### config.mk
export PLATFORM = sky130hd
export DESIGN_NAME = refclk_validity_qual
export DESIGN_NICKNAME = d
export VERILOG_FILES = /design/src/rtl/rvq_pkg.sv /design/src/rtl/rvq_miss_count.sv /design/src/rtl/rvq_rule_eval.sv /design/src/rtl/rvq_change_track.sv /design/src/rtl/refclk_validity_qual.sv
export SDC_FILE = /design/constraint.sdc
export NUM_CORES = 1
export LEC_CHECK = 0
export BUFFER_PORTS_ARGS = -buffer_cell sky130_fd_sc_hd__buf_2
export CAP_MARGIN = 5
export CORE_MARGIN = 2
export CORE_UTILIZATION = 39
export CTS_CLUSTER_SIZE = 30
export DETAILED_ROUTE_END_ITERATION = 8
export PLACE_DENSITY_LB_ADDON = 0.2
export SLEW_MARGIN = 20
export SYNTH_ARGS = -nofsm -noshare
export SYNTH_HDL_FRONTEND = slang
export SYNTH_SLANG_ARGS = --single-unit
### constraint.sdc
create_clock -name clk -period 1.85 [get_ports clk]
set_input_delay 0.185 -clock clk [delete_from_list [all_inputs] [get_ports clk]]
set_output_delay 0.185 -clock clk [all_outputs]
set_load 0.005 [all_outputs]
### src/rtl/rvq_pkg.sv
package rvq_pkg;
  typedef enum logic {
    RULES_PRIMARY   = 1'b0,
    RULES_SECONDARY = 1'b1
  } rule_set_e;
endpackage

### src/rtl/rvq_miss_count.sv
// Missed-period counter for the selected reference clock.
module rvq_miss_count #(
  parameter int MISS_LIMIT = 2,
  localparam int CNT_W = $clog2(MISS_LIMIT + 1)
) (
  input  logic             clk,
  input  logic             rst_n,
  input  logic             sel_edge,
  input  logic             period_tick,
  output logic [CNT_W-1:0] miss_cnt
);
  localparam logic [CNT_W-1:0] LIM = CNT_W'(MISS_LIMIT);

  logic [CNT_W-1:0] cnt_d;
  logic             cnt_en;

  always_comb begin
    cnt_en = sel_edge | (period_tick & (miss_cnt < LIM));
    if (sel_edge) cnt_d = '0;
    else          cnt_d = miss_cnt + CNT_W'(1);
  end

  always_ff @(posedge clk or negedge rst_n) begin
    if (!rst_n)      miss_cnt <= '0;
    else if (cnt_en) miss_cnt <= cnt_d;
  end
endmodule

### src/rtl/rvq_rule_eval.sv
// Per-input combinational qualification under the chosen rule set.
module rvq_rule_eval
  import rvq_pkg::*;
#(
  parameter int NUM_IN     = 6,
  parameter int MISS_LIMIT = 2,
  localparam int SEL_W = (NUM_IN > 1) ? $clog2(NUM_IN) : 1,
  localparam int CNT_W = $clog2(MISS_LIMIT + 1)
) (
  input  logic [NUM_IN-1:0] alm_noact,
  input  logic [NUM_IN-1:0] alm_freq,
  input  logic [NUM_IN-1:0] alm_phase,
  input  logic [NUM_IN-1:0] los_disq,
  input  logic [SEL_W-1:0]  sel_idx,
  input  logic [CNT_W-1:0]  miss_cnt,
  input  rule_set_e         rules,
  input  logic              fast_sw_en,
  output logic [NUM_IN-1:0] valid_d
);
  localparam logic [CNT_W-1:0] LIM = CNT_W'(MISS_LIMIT);

  logic primary;
  logic miss_fail;

  always_comb begin
    primary   = (rules == RULES_PRIMARY);
    miss_fail = primary & fast_sw_en & (miss_cnt >= LIM);
  end

  for (genvar i = 0; i < NUM_IN; i++) begin : g_in
    logic monitor_ok;
    logic phase_ok;
    logic is_sel;
    always_comb begin
      monitor_ok = ~alm_noact[i] & ~alm_freq[i] & ~los_disq[i];
      phase_ok   = ~(primary & alm_phase[i]);
      is_sel     = (sel_idx == SEL_W'(i));
      valid_d[i] = monitor_ok & phase_ok & ~(is_sel & miss_fail);
    end
  end
endmodule

### src/rtl/rvq_change_track.sv
// Registers the valid vector and keeps sticky change flags.
module rvq_change_track #(
  parameter int NUM_IN = 6
) (
  input  logic              clk,
  input  logic              rst_n,
  input  logic [NUM_IN-1:0] valid_d,
  input  logic [NUM_IN-1:0] chg_clr,
  output logic [NUM_IN-1:0] valid_q,
  output logic [NUM_IN-1:0] flag_q
);
  logic [NUM_IN-1:0] toggled;
  logic [NUM_IN-1:0] flag_d;

  always_comb begin
    toggled = valid_d ^ valid_q;
    flag_d  = (flag_q & ~chg_clr) | toggled;
  end

  always_ff @(posedge clk or negedge rst_n) begin
    if (!rst_n) begin
      valid_q <= '0;
      flag_q  <= '0;
    end else begin
      valid_q <= valid_d;
      flag_q  <= flag_d;
    end
  end
endmodule

### src/rtl/refclk_validity_qual.sv
module refclk_validity_qual
  import rvq_pkg::*;
#(
  parameter int NUM_IN     = 6,
  parameter int MISS_LIMIT = 2,
  localparam int SEL_W = (NUM_IN > 1) ? $clog2(NUM_IN) : 1,
  localparam int CNT_W = $clog2(MISS_LIMIT + 1)
) (
  input  logic              clk,
  input  logic              rst_n,
  input  logic [NUM_IN-1:0] alm_noact,
  input  logic [NUM_IN-1:0] alm_freq,
  input  logic [NUM_IN-1:0] alm_phase,
  input  logic [NUM_IN-1:0] los_disq,
  input  logic [SEL_W-1:0]  sel_idx,
  input  logic              sel_edge,
  input  logic              period_tick,
  input  logic              rule_secondary,
  input  logic              fast_sw_en,
  input  logic [NUM_IN-1:0] chg_clr,
  output logic [NUM_IN-1:0] valid_o,
  output logic [NUM_IN-1:0] chg_flag_o,
  output logic              irq_o
);
  logic [CNT_W-1:0]  miss_cnt;
  logic [NUM_IN-1:0] valid_d;
  rule_set_e         rules;

  always_comb rules = rule_secondary ? RULES_SECONDARY : RULES_PRIMARY;

  rvq_miss_count #(.MISS_LIMIT(MISS_LIMIT)) u_miss (
    .clk         (clk),
    .rst_n       (rst_n),
    .sel_edge    (sel_edge),
    .period_tick (period_tick),
    .miss_cnt    (miss_cnt)
  );

  rvq_rule_eval #(.NUM_IN(NUM_IN), .MISS_LIMIT(MISS_LIMIT)) u_eval (
    .alm_noact  (alm_noact),
    .alm_freq   (alm_freq),
    .alm_phase  (alm_phase),
    .los_disq   (los_disq),
    .sel_idx    (sel_idx),
    .miss_cnt   (miss_cnt),
    .rules      (rules),
    .fast_sw_en (fast_sw_en),
    .valid_d    (valid_d)
  );

  rvq_change_track #(.NUM_IN(NUM_IN)) u_track (
    .clk     (clk),
    .rst_n   (rst_n),
    .valid_d (valid_d),
    .chg_clr (chg_clr),
    .valid_q (valid_o),
    .flag_q  (chg_flag_o)
  );

  always_comb irq_o = |chg_flag_o;
endmodule

; ---- Yosys cells after proc, flatten, opt, wreduce, memory -nomap -nowiden
; Cells that the tools add are included.
[word_totals]
out_inout_bits = 13
input_bits = 39
wordCells = 90
regBits = 14
[op_classes]
addsub = 1
magnitude_cmp = 2
eq_ne = 5
n_reduce_logical = 2
n_mux = 2
bitwise = 75
[ops]
columns = operator, n
row1 = $and 1x1->1, 39
row2 = $not 1->1, 31
row3 = $and 6x6->6, 1
row4 = $eq 3x2->1 const B, 2
row5 = $eq 3x3->1 const B, 2
row6 = $not 6->6, 1
row7 = $or 6x6->6, 1
row8 = $reduce_or 6->1, 1
row9 = $xor 6x6->6, 1
row10 = $eq 3x1->1 const B, 1
row11 = $logic_not 3->1, 1
row12 = $add 2x1->2 const B, 1
row13 = $ge 2x2->1 const B, 1
row14 = $lt 2x2->1 const B, 1
row15 = $mux 2, 1
row16 = $mux 1, 1
row17 = $or 1x1->1, 1

; ---- Logic depth before layout (Yosys ltp)
[depth]
word_depth = 9
ltp_mapped = 6
mapped_depth_nobuf = 6

; ---- By module
; A second synthesis with hierarchy kept.
[hier_totals]
hier_cells = 60
area_unflattened_um2 = 655.6
[by_module_without_submodules]
columns = mod, seq_area_each_um2, area_per_inst_um2, instances, cells_per_inst
row1 = rvq_change_track, 300.3, 405.4, 1, 30
row2 = rvq_rule_eval, 0.0, 143.9, 1, 19
row3 = rvq_miss_count, 50.0, 92.6, 1, 8
row4 = refclk_validity_qual, 0.0, 13.8, 1, 3

; ---- Worst setup path before layout
; OpenSTA, ideal clock, no wires.
[synth_path]
path_kind = reg-to-reg
from = register u_miss.miss_cnt[1]
to = register u_track.flag_q[5]
path_slack_ns = 0.363
t_arrival_ns = 1.362
required_time_ns = 1.725
period_less_slack_ns = 1.487
stages_incl_launch_ff = 6
path_cell_list = dfrtp_1 ha_1 nor2_1 nor3_4 a31oi_1 mux2_2
[synth_between]
elab_chain_len = 7
[synth_rtl]
columns = element, line
row1 = from (decl), rvq_miss_count.sv:10  ; output logic [CNT_W-1:0] miss_cnt
row2 = from (signal assigned), rvq_miss_count.sv:25  ; else if (cnt_en) miss_cnt <= cnt_d;
row3 = $ge 2x2->1, rvq_rule_eval.sv:27  ; miss_fail = primary & fast_sw_en & (miss_cnt >= LIM);
row4 = $and 1x1->1, rvq_rule_eval.sv:27
row5 = $and 1x1->1, rvq_rule_eval.sv:38  ; valid_d[i] = monitor_ok & phase_ok & ~(is_sel & miss_fail);
row6 = $not 1->1, rvq_rule_eval.sv:38
row7 = $and 1x1->1, rvq_rule_eval.sv:38
row8 = named net u_eval.valid_d[5], rvq_rule_eval.sv:18  ; output logic [NUM_IN-1:0] valid_d
row9 = $xor 6x6->6, rvq_change_track.sv:16  ; toggled = valid_d ^ valid_q;
row10 = $or 6x6->6, rvq_change_track.sv:17  ; flag_d = (flag_q & ~chg_clr) | toggled;
row11 = named net u_track.flag_d[5], rvq_change_track.sv:13  ; logic [NUM_IN-1:0] flag_d;
row12 = to (signal assigned), rvq_change_track.sv:26  ; flag_q <= flag_d;
row13 = to (decl), rvq_change_track.sv:10  ; output logic [NUM_IN-1:0] flag_q
; The timed path passes the listed nets, and every way through them passes these cells.
; A chain may end at the register's enable or synchronous reset.

; ---- Final worst setup path
; Ends and elaborated chain as after synthesis.

==> impl_metrics.env <==
export IMPL_holdPathEnd="u_miss.miss_cnt[0]"
export IMPL_min_from="sel_edge"
export IMPL_critPathKind="reg2reg"
export IMPL_powerDensity_nw_per_um2=690
export IMPL_drc=0
export IMPL_ioPinCount=52
export IMPL_fin_crit_ns=1.65
export IMPL_cp_slowest_cell="dfrtp_1"
export IMPL_wl_per_cell_um=11.0
export IMPL_detail_route_wirelength_um=1770
export IMPL_synth_top_area_share=0.475
export IMPL_drtIter0Drc=4
export IMPL_cts_sinks=14
export IMPL_rsz0062_at_grt="false"
export IMPL_grt_max_degree=15
export IMPL_cts_resized=0
export IMPL_reg2reg_slack_ns=0.20
export IMPL_yosys_warnings=0
export IMPL_swShare=0.270
export IMPL_diodes=0
export IMPL_power_frac_seq=0.476
export IMPL_final_core_utilization=0.614
export IMPL_cts_htree_levels=1
export IMPL_synthArstFlopShare=1.00
export IMPL_ant_nets=0
export IMPL_root_buffer="clkbuf_4"
export IMPL_via_per_inst=4.63
export IMPL_status="completed"
export IMPL_worstRegToRegCells=5
export IMPL_first_pass_iters=2
export IMPL_nFillCells=170
export IMPL_synth_top_area_cell="dfrtp_1"
export IMPL_cts_tree="built"
export IMPL_syn_instance_count=80
export IMPL_cp_required_ns=2.02
export IMPL_avgSynthCellArea_sq_um=9.23
export IMPL_fmax_ghz=0.607
export IMPL_tightest_slew_ns=0.314
export IMPL_fin_nets=177
export IMPL_ir_drop_uv=306
export IMPL_cp_num_buf_inv=0
export IMPL_grtUsageTotal=0.179
export IMPL_slew_violations=0
export IMPL_synth_edff_count=0
export IMPL_ys_ff_latch=14
export IMPL_place_hpwl_um=1510
export IMPL_slew_headroom=0.789
export IMPL_grt_overflow=0
export IMPL_setup_viol=0
export IMPL_die_area_sq_um=2260
export IMPL_path_depth=5
export IMPL_gp_congestion=0.765
export IMPL_cts_buffers=3
export IMPL_p_leak_uw=0.000596
export IMPL_clockBufferDepth=2
export IMPL_endpoint_kind="flip-flop"
export IMPL_netlist_area_sq_um=738
export IMPL_combPwrFrac=0.222
export IMPL_fin_tns_setup_ns=0
export IMPL_hold_depth=2
export IMPL_p_switching_uw=199
export IMPL_internal_power_uw=539
export IMPL_synth_area_top_cells="dfrtp_1 (47%), nor2b_1 (7.6%), nor2_1 (5.6%)"
export IMPL_cp_top_family="flip-flops"
export IMPL_grt_pass1_wl_um=2700
export IMPL_synth_net_count=120
export IMPL_clock_latency_ns=0.28
export IMPL_cts_hold_buffers=1
export IMPL_cts_setup_buffers=0
export IMPL_final_hold_viol_count=0
export IMPL_hold_path_class="in2reg"
export IMPL_synthToLayoutAreaGrowth_pct=45.1
export IMPL_r2r_end="u_track.flag_q[5]"
export IMPL_rows=15
export IMPL_yosysUniqueCellTypes=17
export IMPL_ys_flop_type="dfrtp_1"
export IMPL_cap_violations=0
export IMPL_p_clk_frac=0.302
export IMPL_vias=746
export IMPL_worst_clock_skew_ns=0.00618
export IMPL_mostFrequentLayoutCells="buf_2 (51), dfrtp_1 (14), nor2_1 (11)"
export IMPL_fp_dieW_um=47.5
export IMPL_regToRegStartpoint="u_miss.miss_cnt[1]"
export IMPL_path_max_fanout=4
export IMPL_drive_gt1_frac=0.434
export IMPL_slowest_delay_ns=0.42
export IMPL_worst_setup_path_start_kind="flip-flop"
export IMPL_arrival_ns=1.81
export IMPL_grt_pass1_vias=680
export IMPL_port_buffers=51
export IMPL_path_clk_slew_ns=0.08
export IMPL_start_util=0.423
export IMPL_cp_cell_sequence="ha_1, nor2_1, nor3_4, a31oi_1, mux2_2"
export IMPL_core_area_sq_um=1750
export IMPL_ys_seq_area_frac=0.475
export IMPL_die_y_um=47.5
export IMPL_antenna_found_initial=0
export IMPL_final_common_cell="buf_2"
export IMPL_period_share=0.890
-- sequential cells by signal, summed over array words and instances (netlist names) --
name and flops:
u_track.flag_q 6, u_track.valid_q 6, u_miss.miss_cnt 2
-- stage by stage --
step	cell area (sq um)	hold slack [ns]	std cells	worst slack, ns	total power [uW]
after CTS	1070	0.0533	161	0.179	753
after global routing	1070	0.0616	161	0.0867	784
final	1070	0.0648	161	0.204	738
after global placement	1020	0.0919	156	0.299	514
after floorplan	738	-0.111	80	0.363	434
after detailed placement	1020	0.0971	156	0.194	524
-- power groups by stage --
stage / sequential, uW / clock, uW / combinational [uW]
2_1_floorplan: 358 / 0 / 76.5
3_3_place_gp: 357 / 0 / 157
3_5_place_dp: 359 / 0 / 165
4_1_cts: 353 / 233 / 167
5_1_grt: 356 / 238 / 189
6_report: 352 / 223 / 164
-- metal layers --
layer | share of wire | vias up | global-route usage
met4 | 0.011 | 0 | 0.117
li1 | - | 379 | -
met2 | 0.48 | 42 | 0.295
met1 | 0.43 | 323 | 0.219
met3 | 0.080 | 2 | 0.0264
met5 | 0 | - | 0
-- worst max-delay path by stage --
stage | to | startpoint | slack (ns)
detailed placement | u_track.flag_q[5] | u_miss.miss_cnt[1] | 0.19
global route | u_track.flag_q[5] | u_miss.miss_cnt[1] | 0.09
finish | u_track.flag_q[5] | u_miss.miss_cnt[1] | 0.20
global placement | u_track.flag_q[5] | u_miss.miss_cnt[0] | 0.30
CTS | u_track.flag_q[5] | u_miss.miss_cnt[1] | 0.18
floorplan | u_track.flag_q[5] | u_miss.miss_cnt[1] | 0.36
-- cell type report --
cell class                      instances  area [sq um]  share of cell area
Clock buffer                            4          36.3              0.0339
Multi-Input combinational cell         57           354               0.331
Sequential cell                        14           350               0.327
Inverter                                9          33.8              0.0315
Timing Repair Buffer                   52           265               0.248
Tap cell                               25          31.3              0.0292
-- synthesized netlist by cell type (all sizes together), types with 2 or more instances --
cell,instances
a31oi,4
dfrtp,14
nor2b,9
nand2,3
mux2i,4
mux2,2
a21oi,3
nand2b,5
inv,9
o21ai,6
nor3,7
nor2,11
-- cell families after synthesis --
logic type	after synthesis	share of synthesized area
AOI/OAI and AO/OA	13	0.0949
xor gates and xnor gates	1	0.0119
adders and majority gates	1	0.0169
buffers and inverters	9	0.0458
DFF	14	0.475
muxes	6	0.0847
and+or+nand+nor	36	0.271
(Power assumes the default switching activity.)
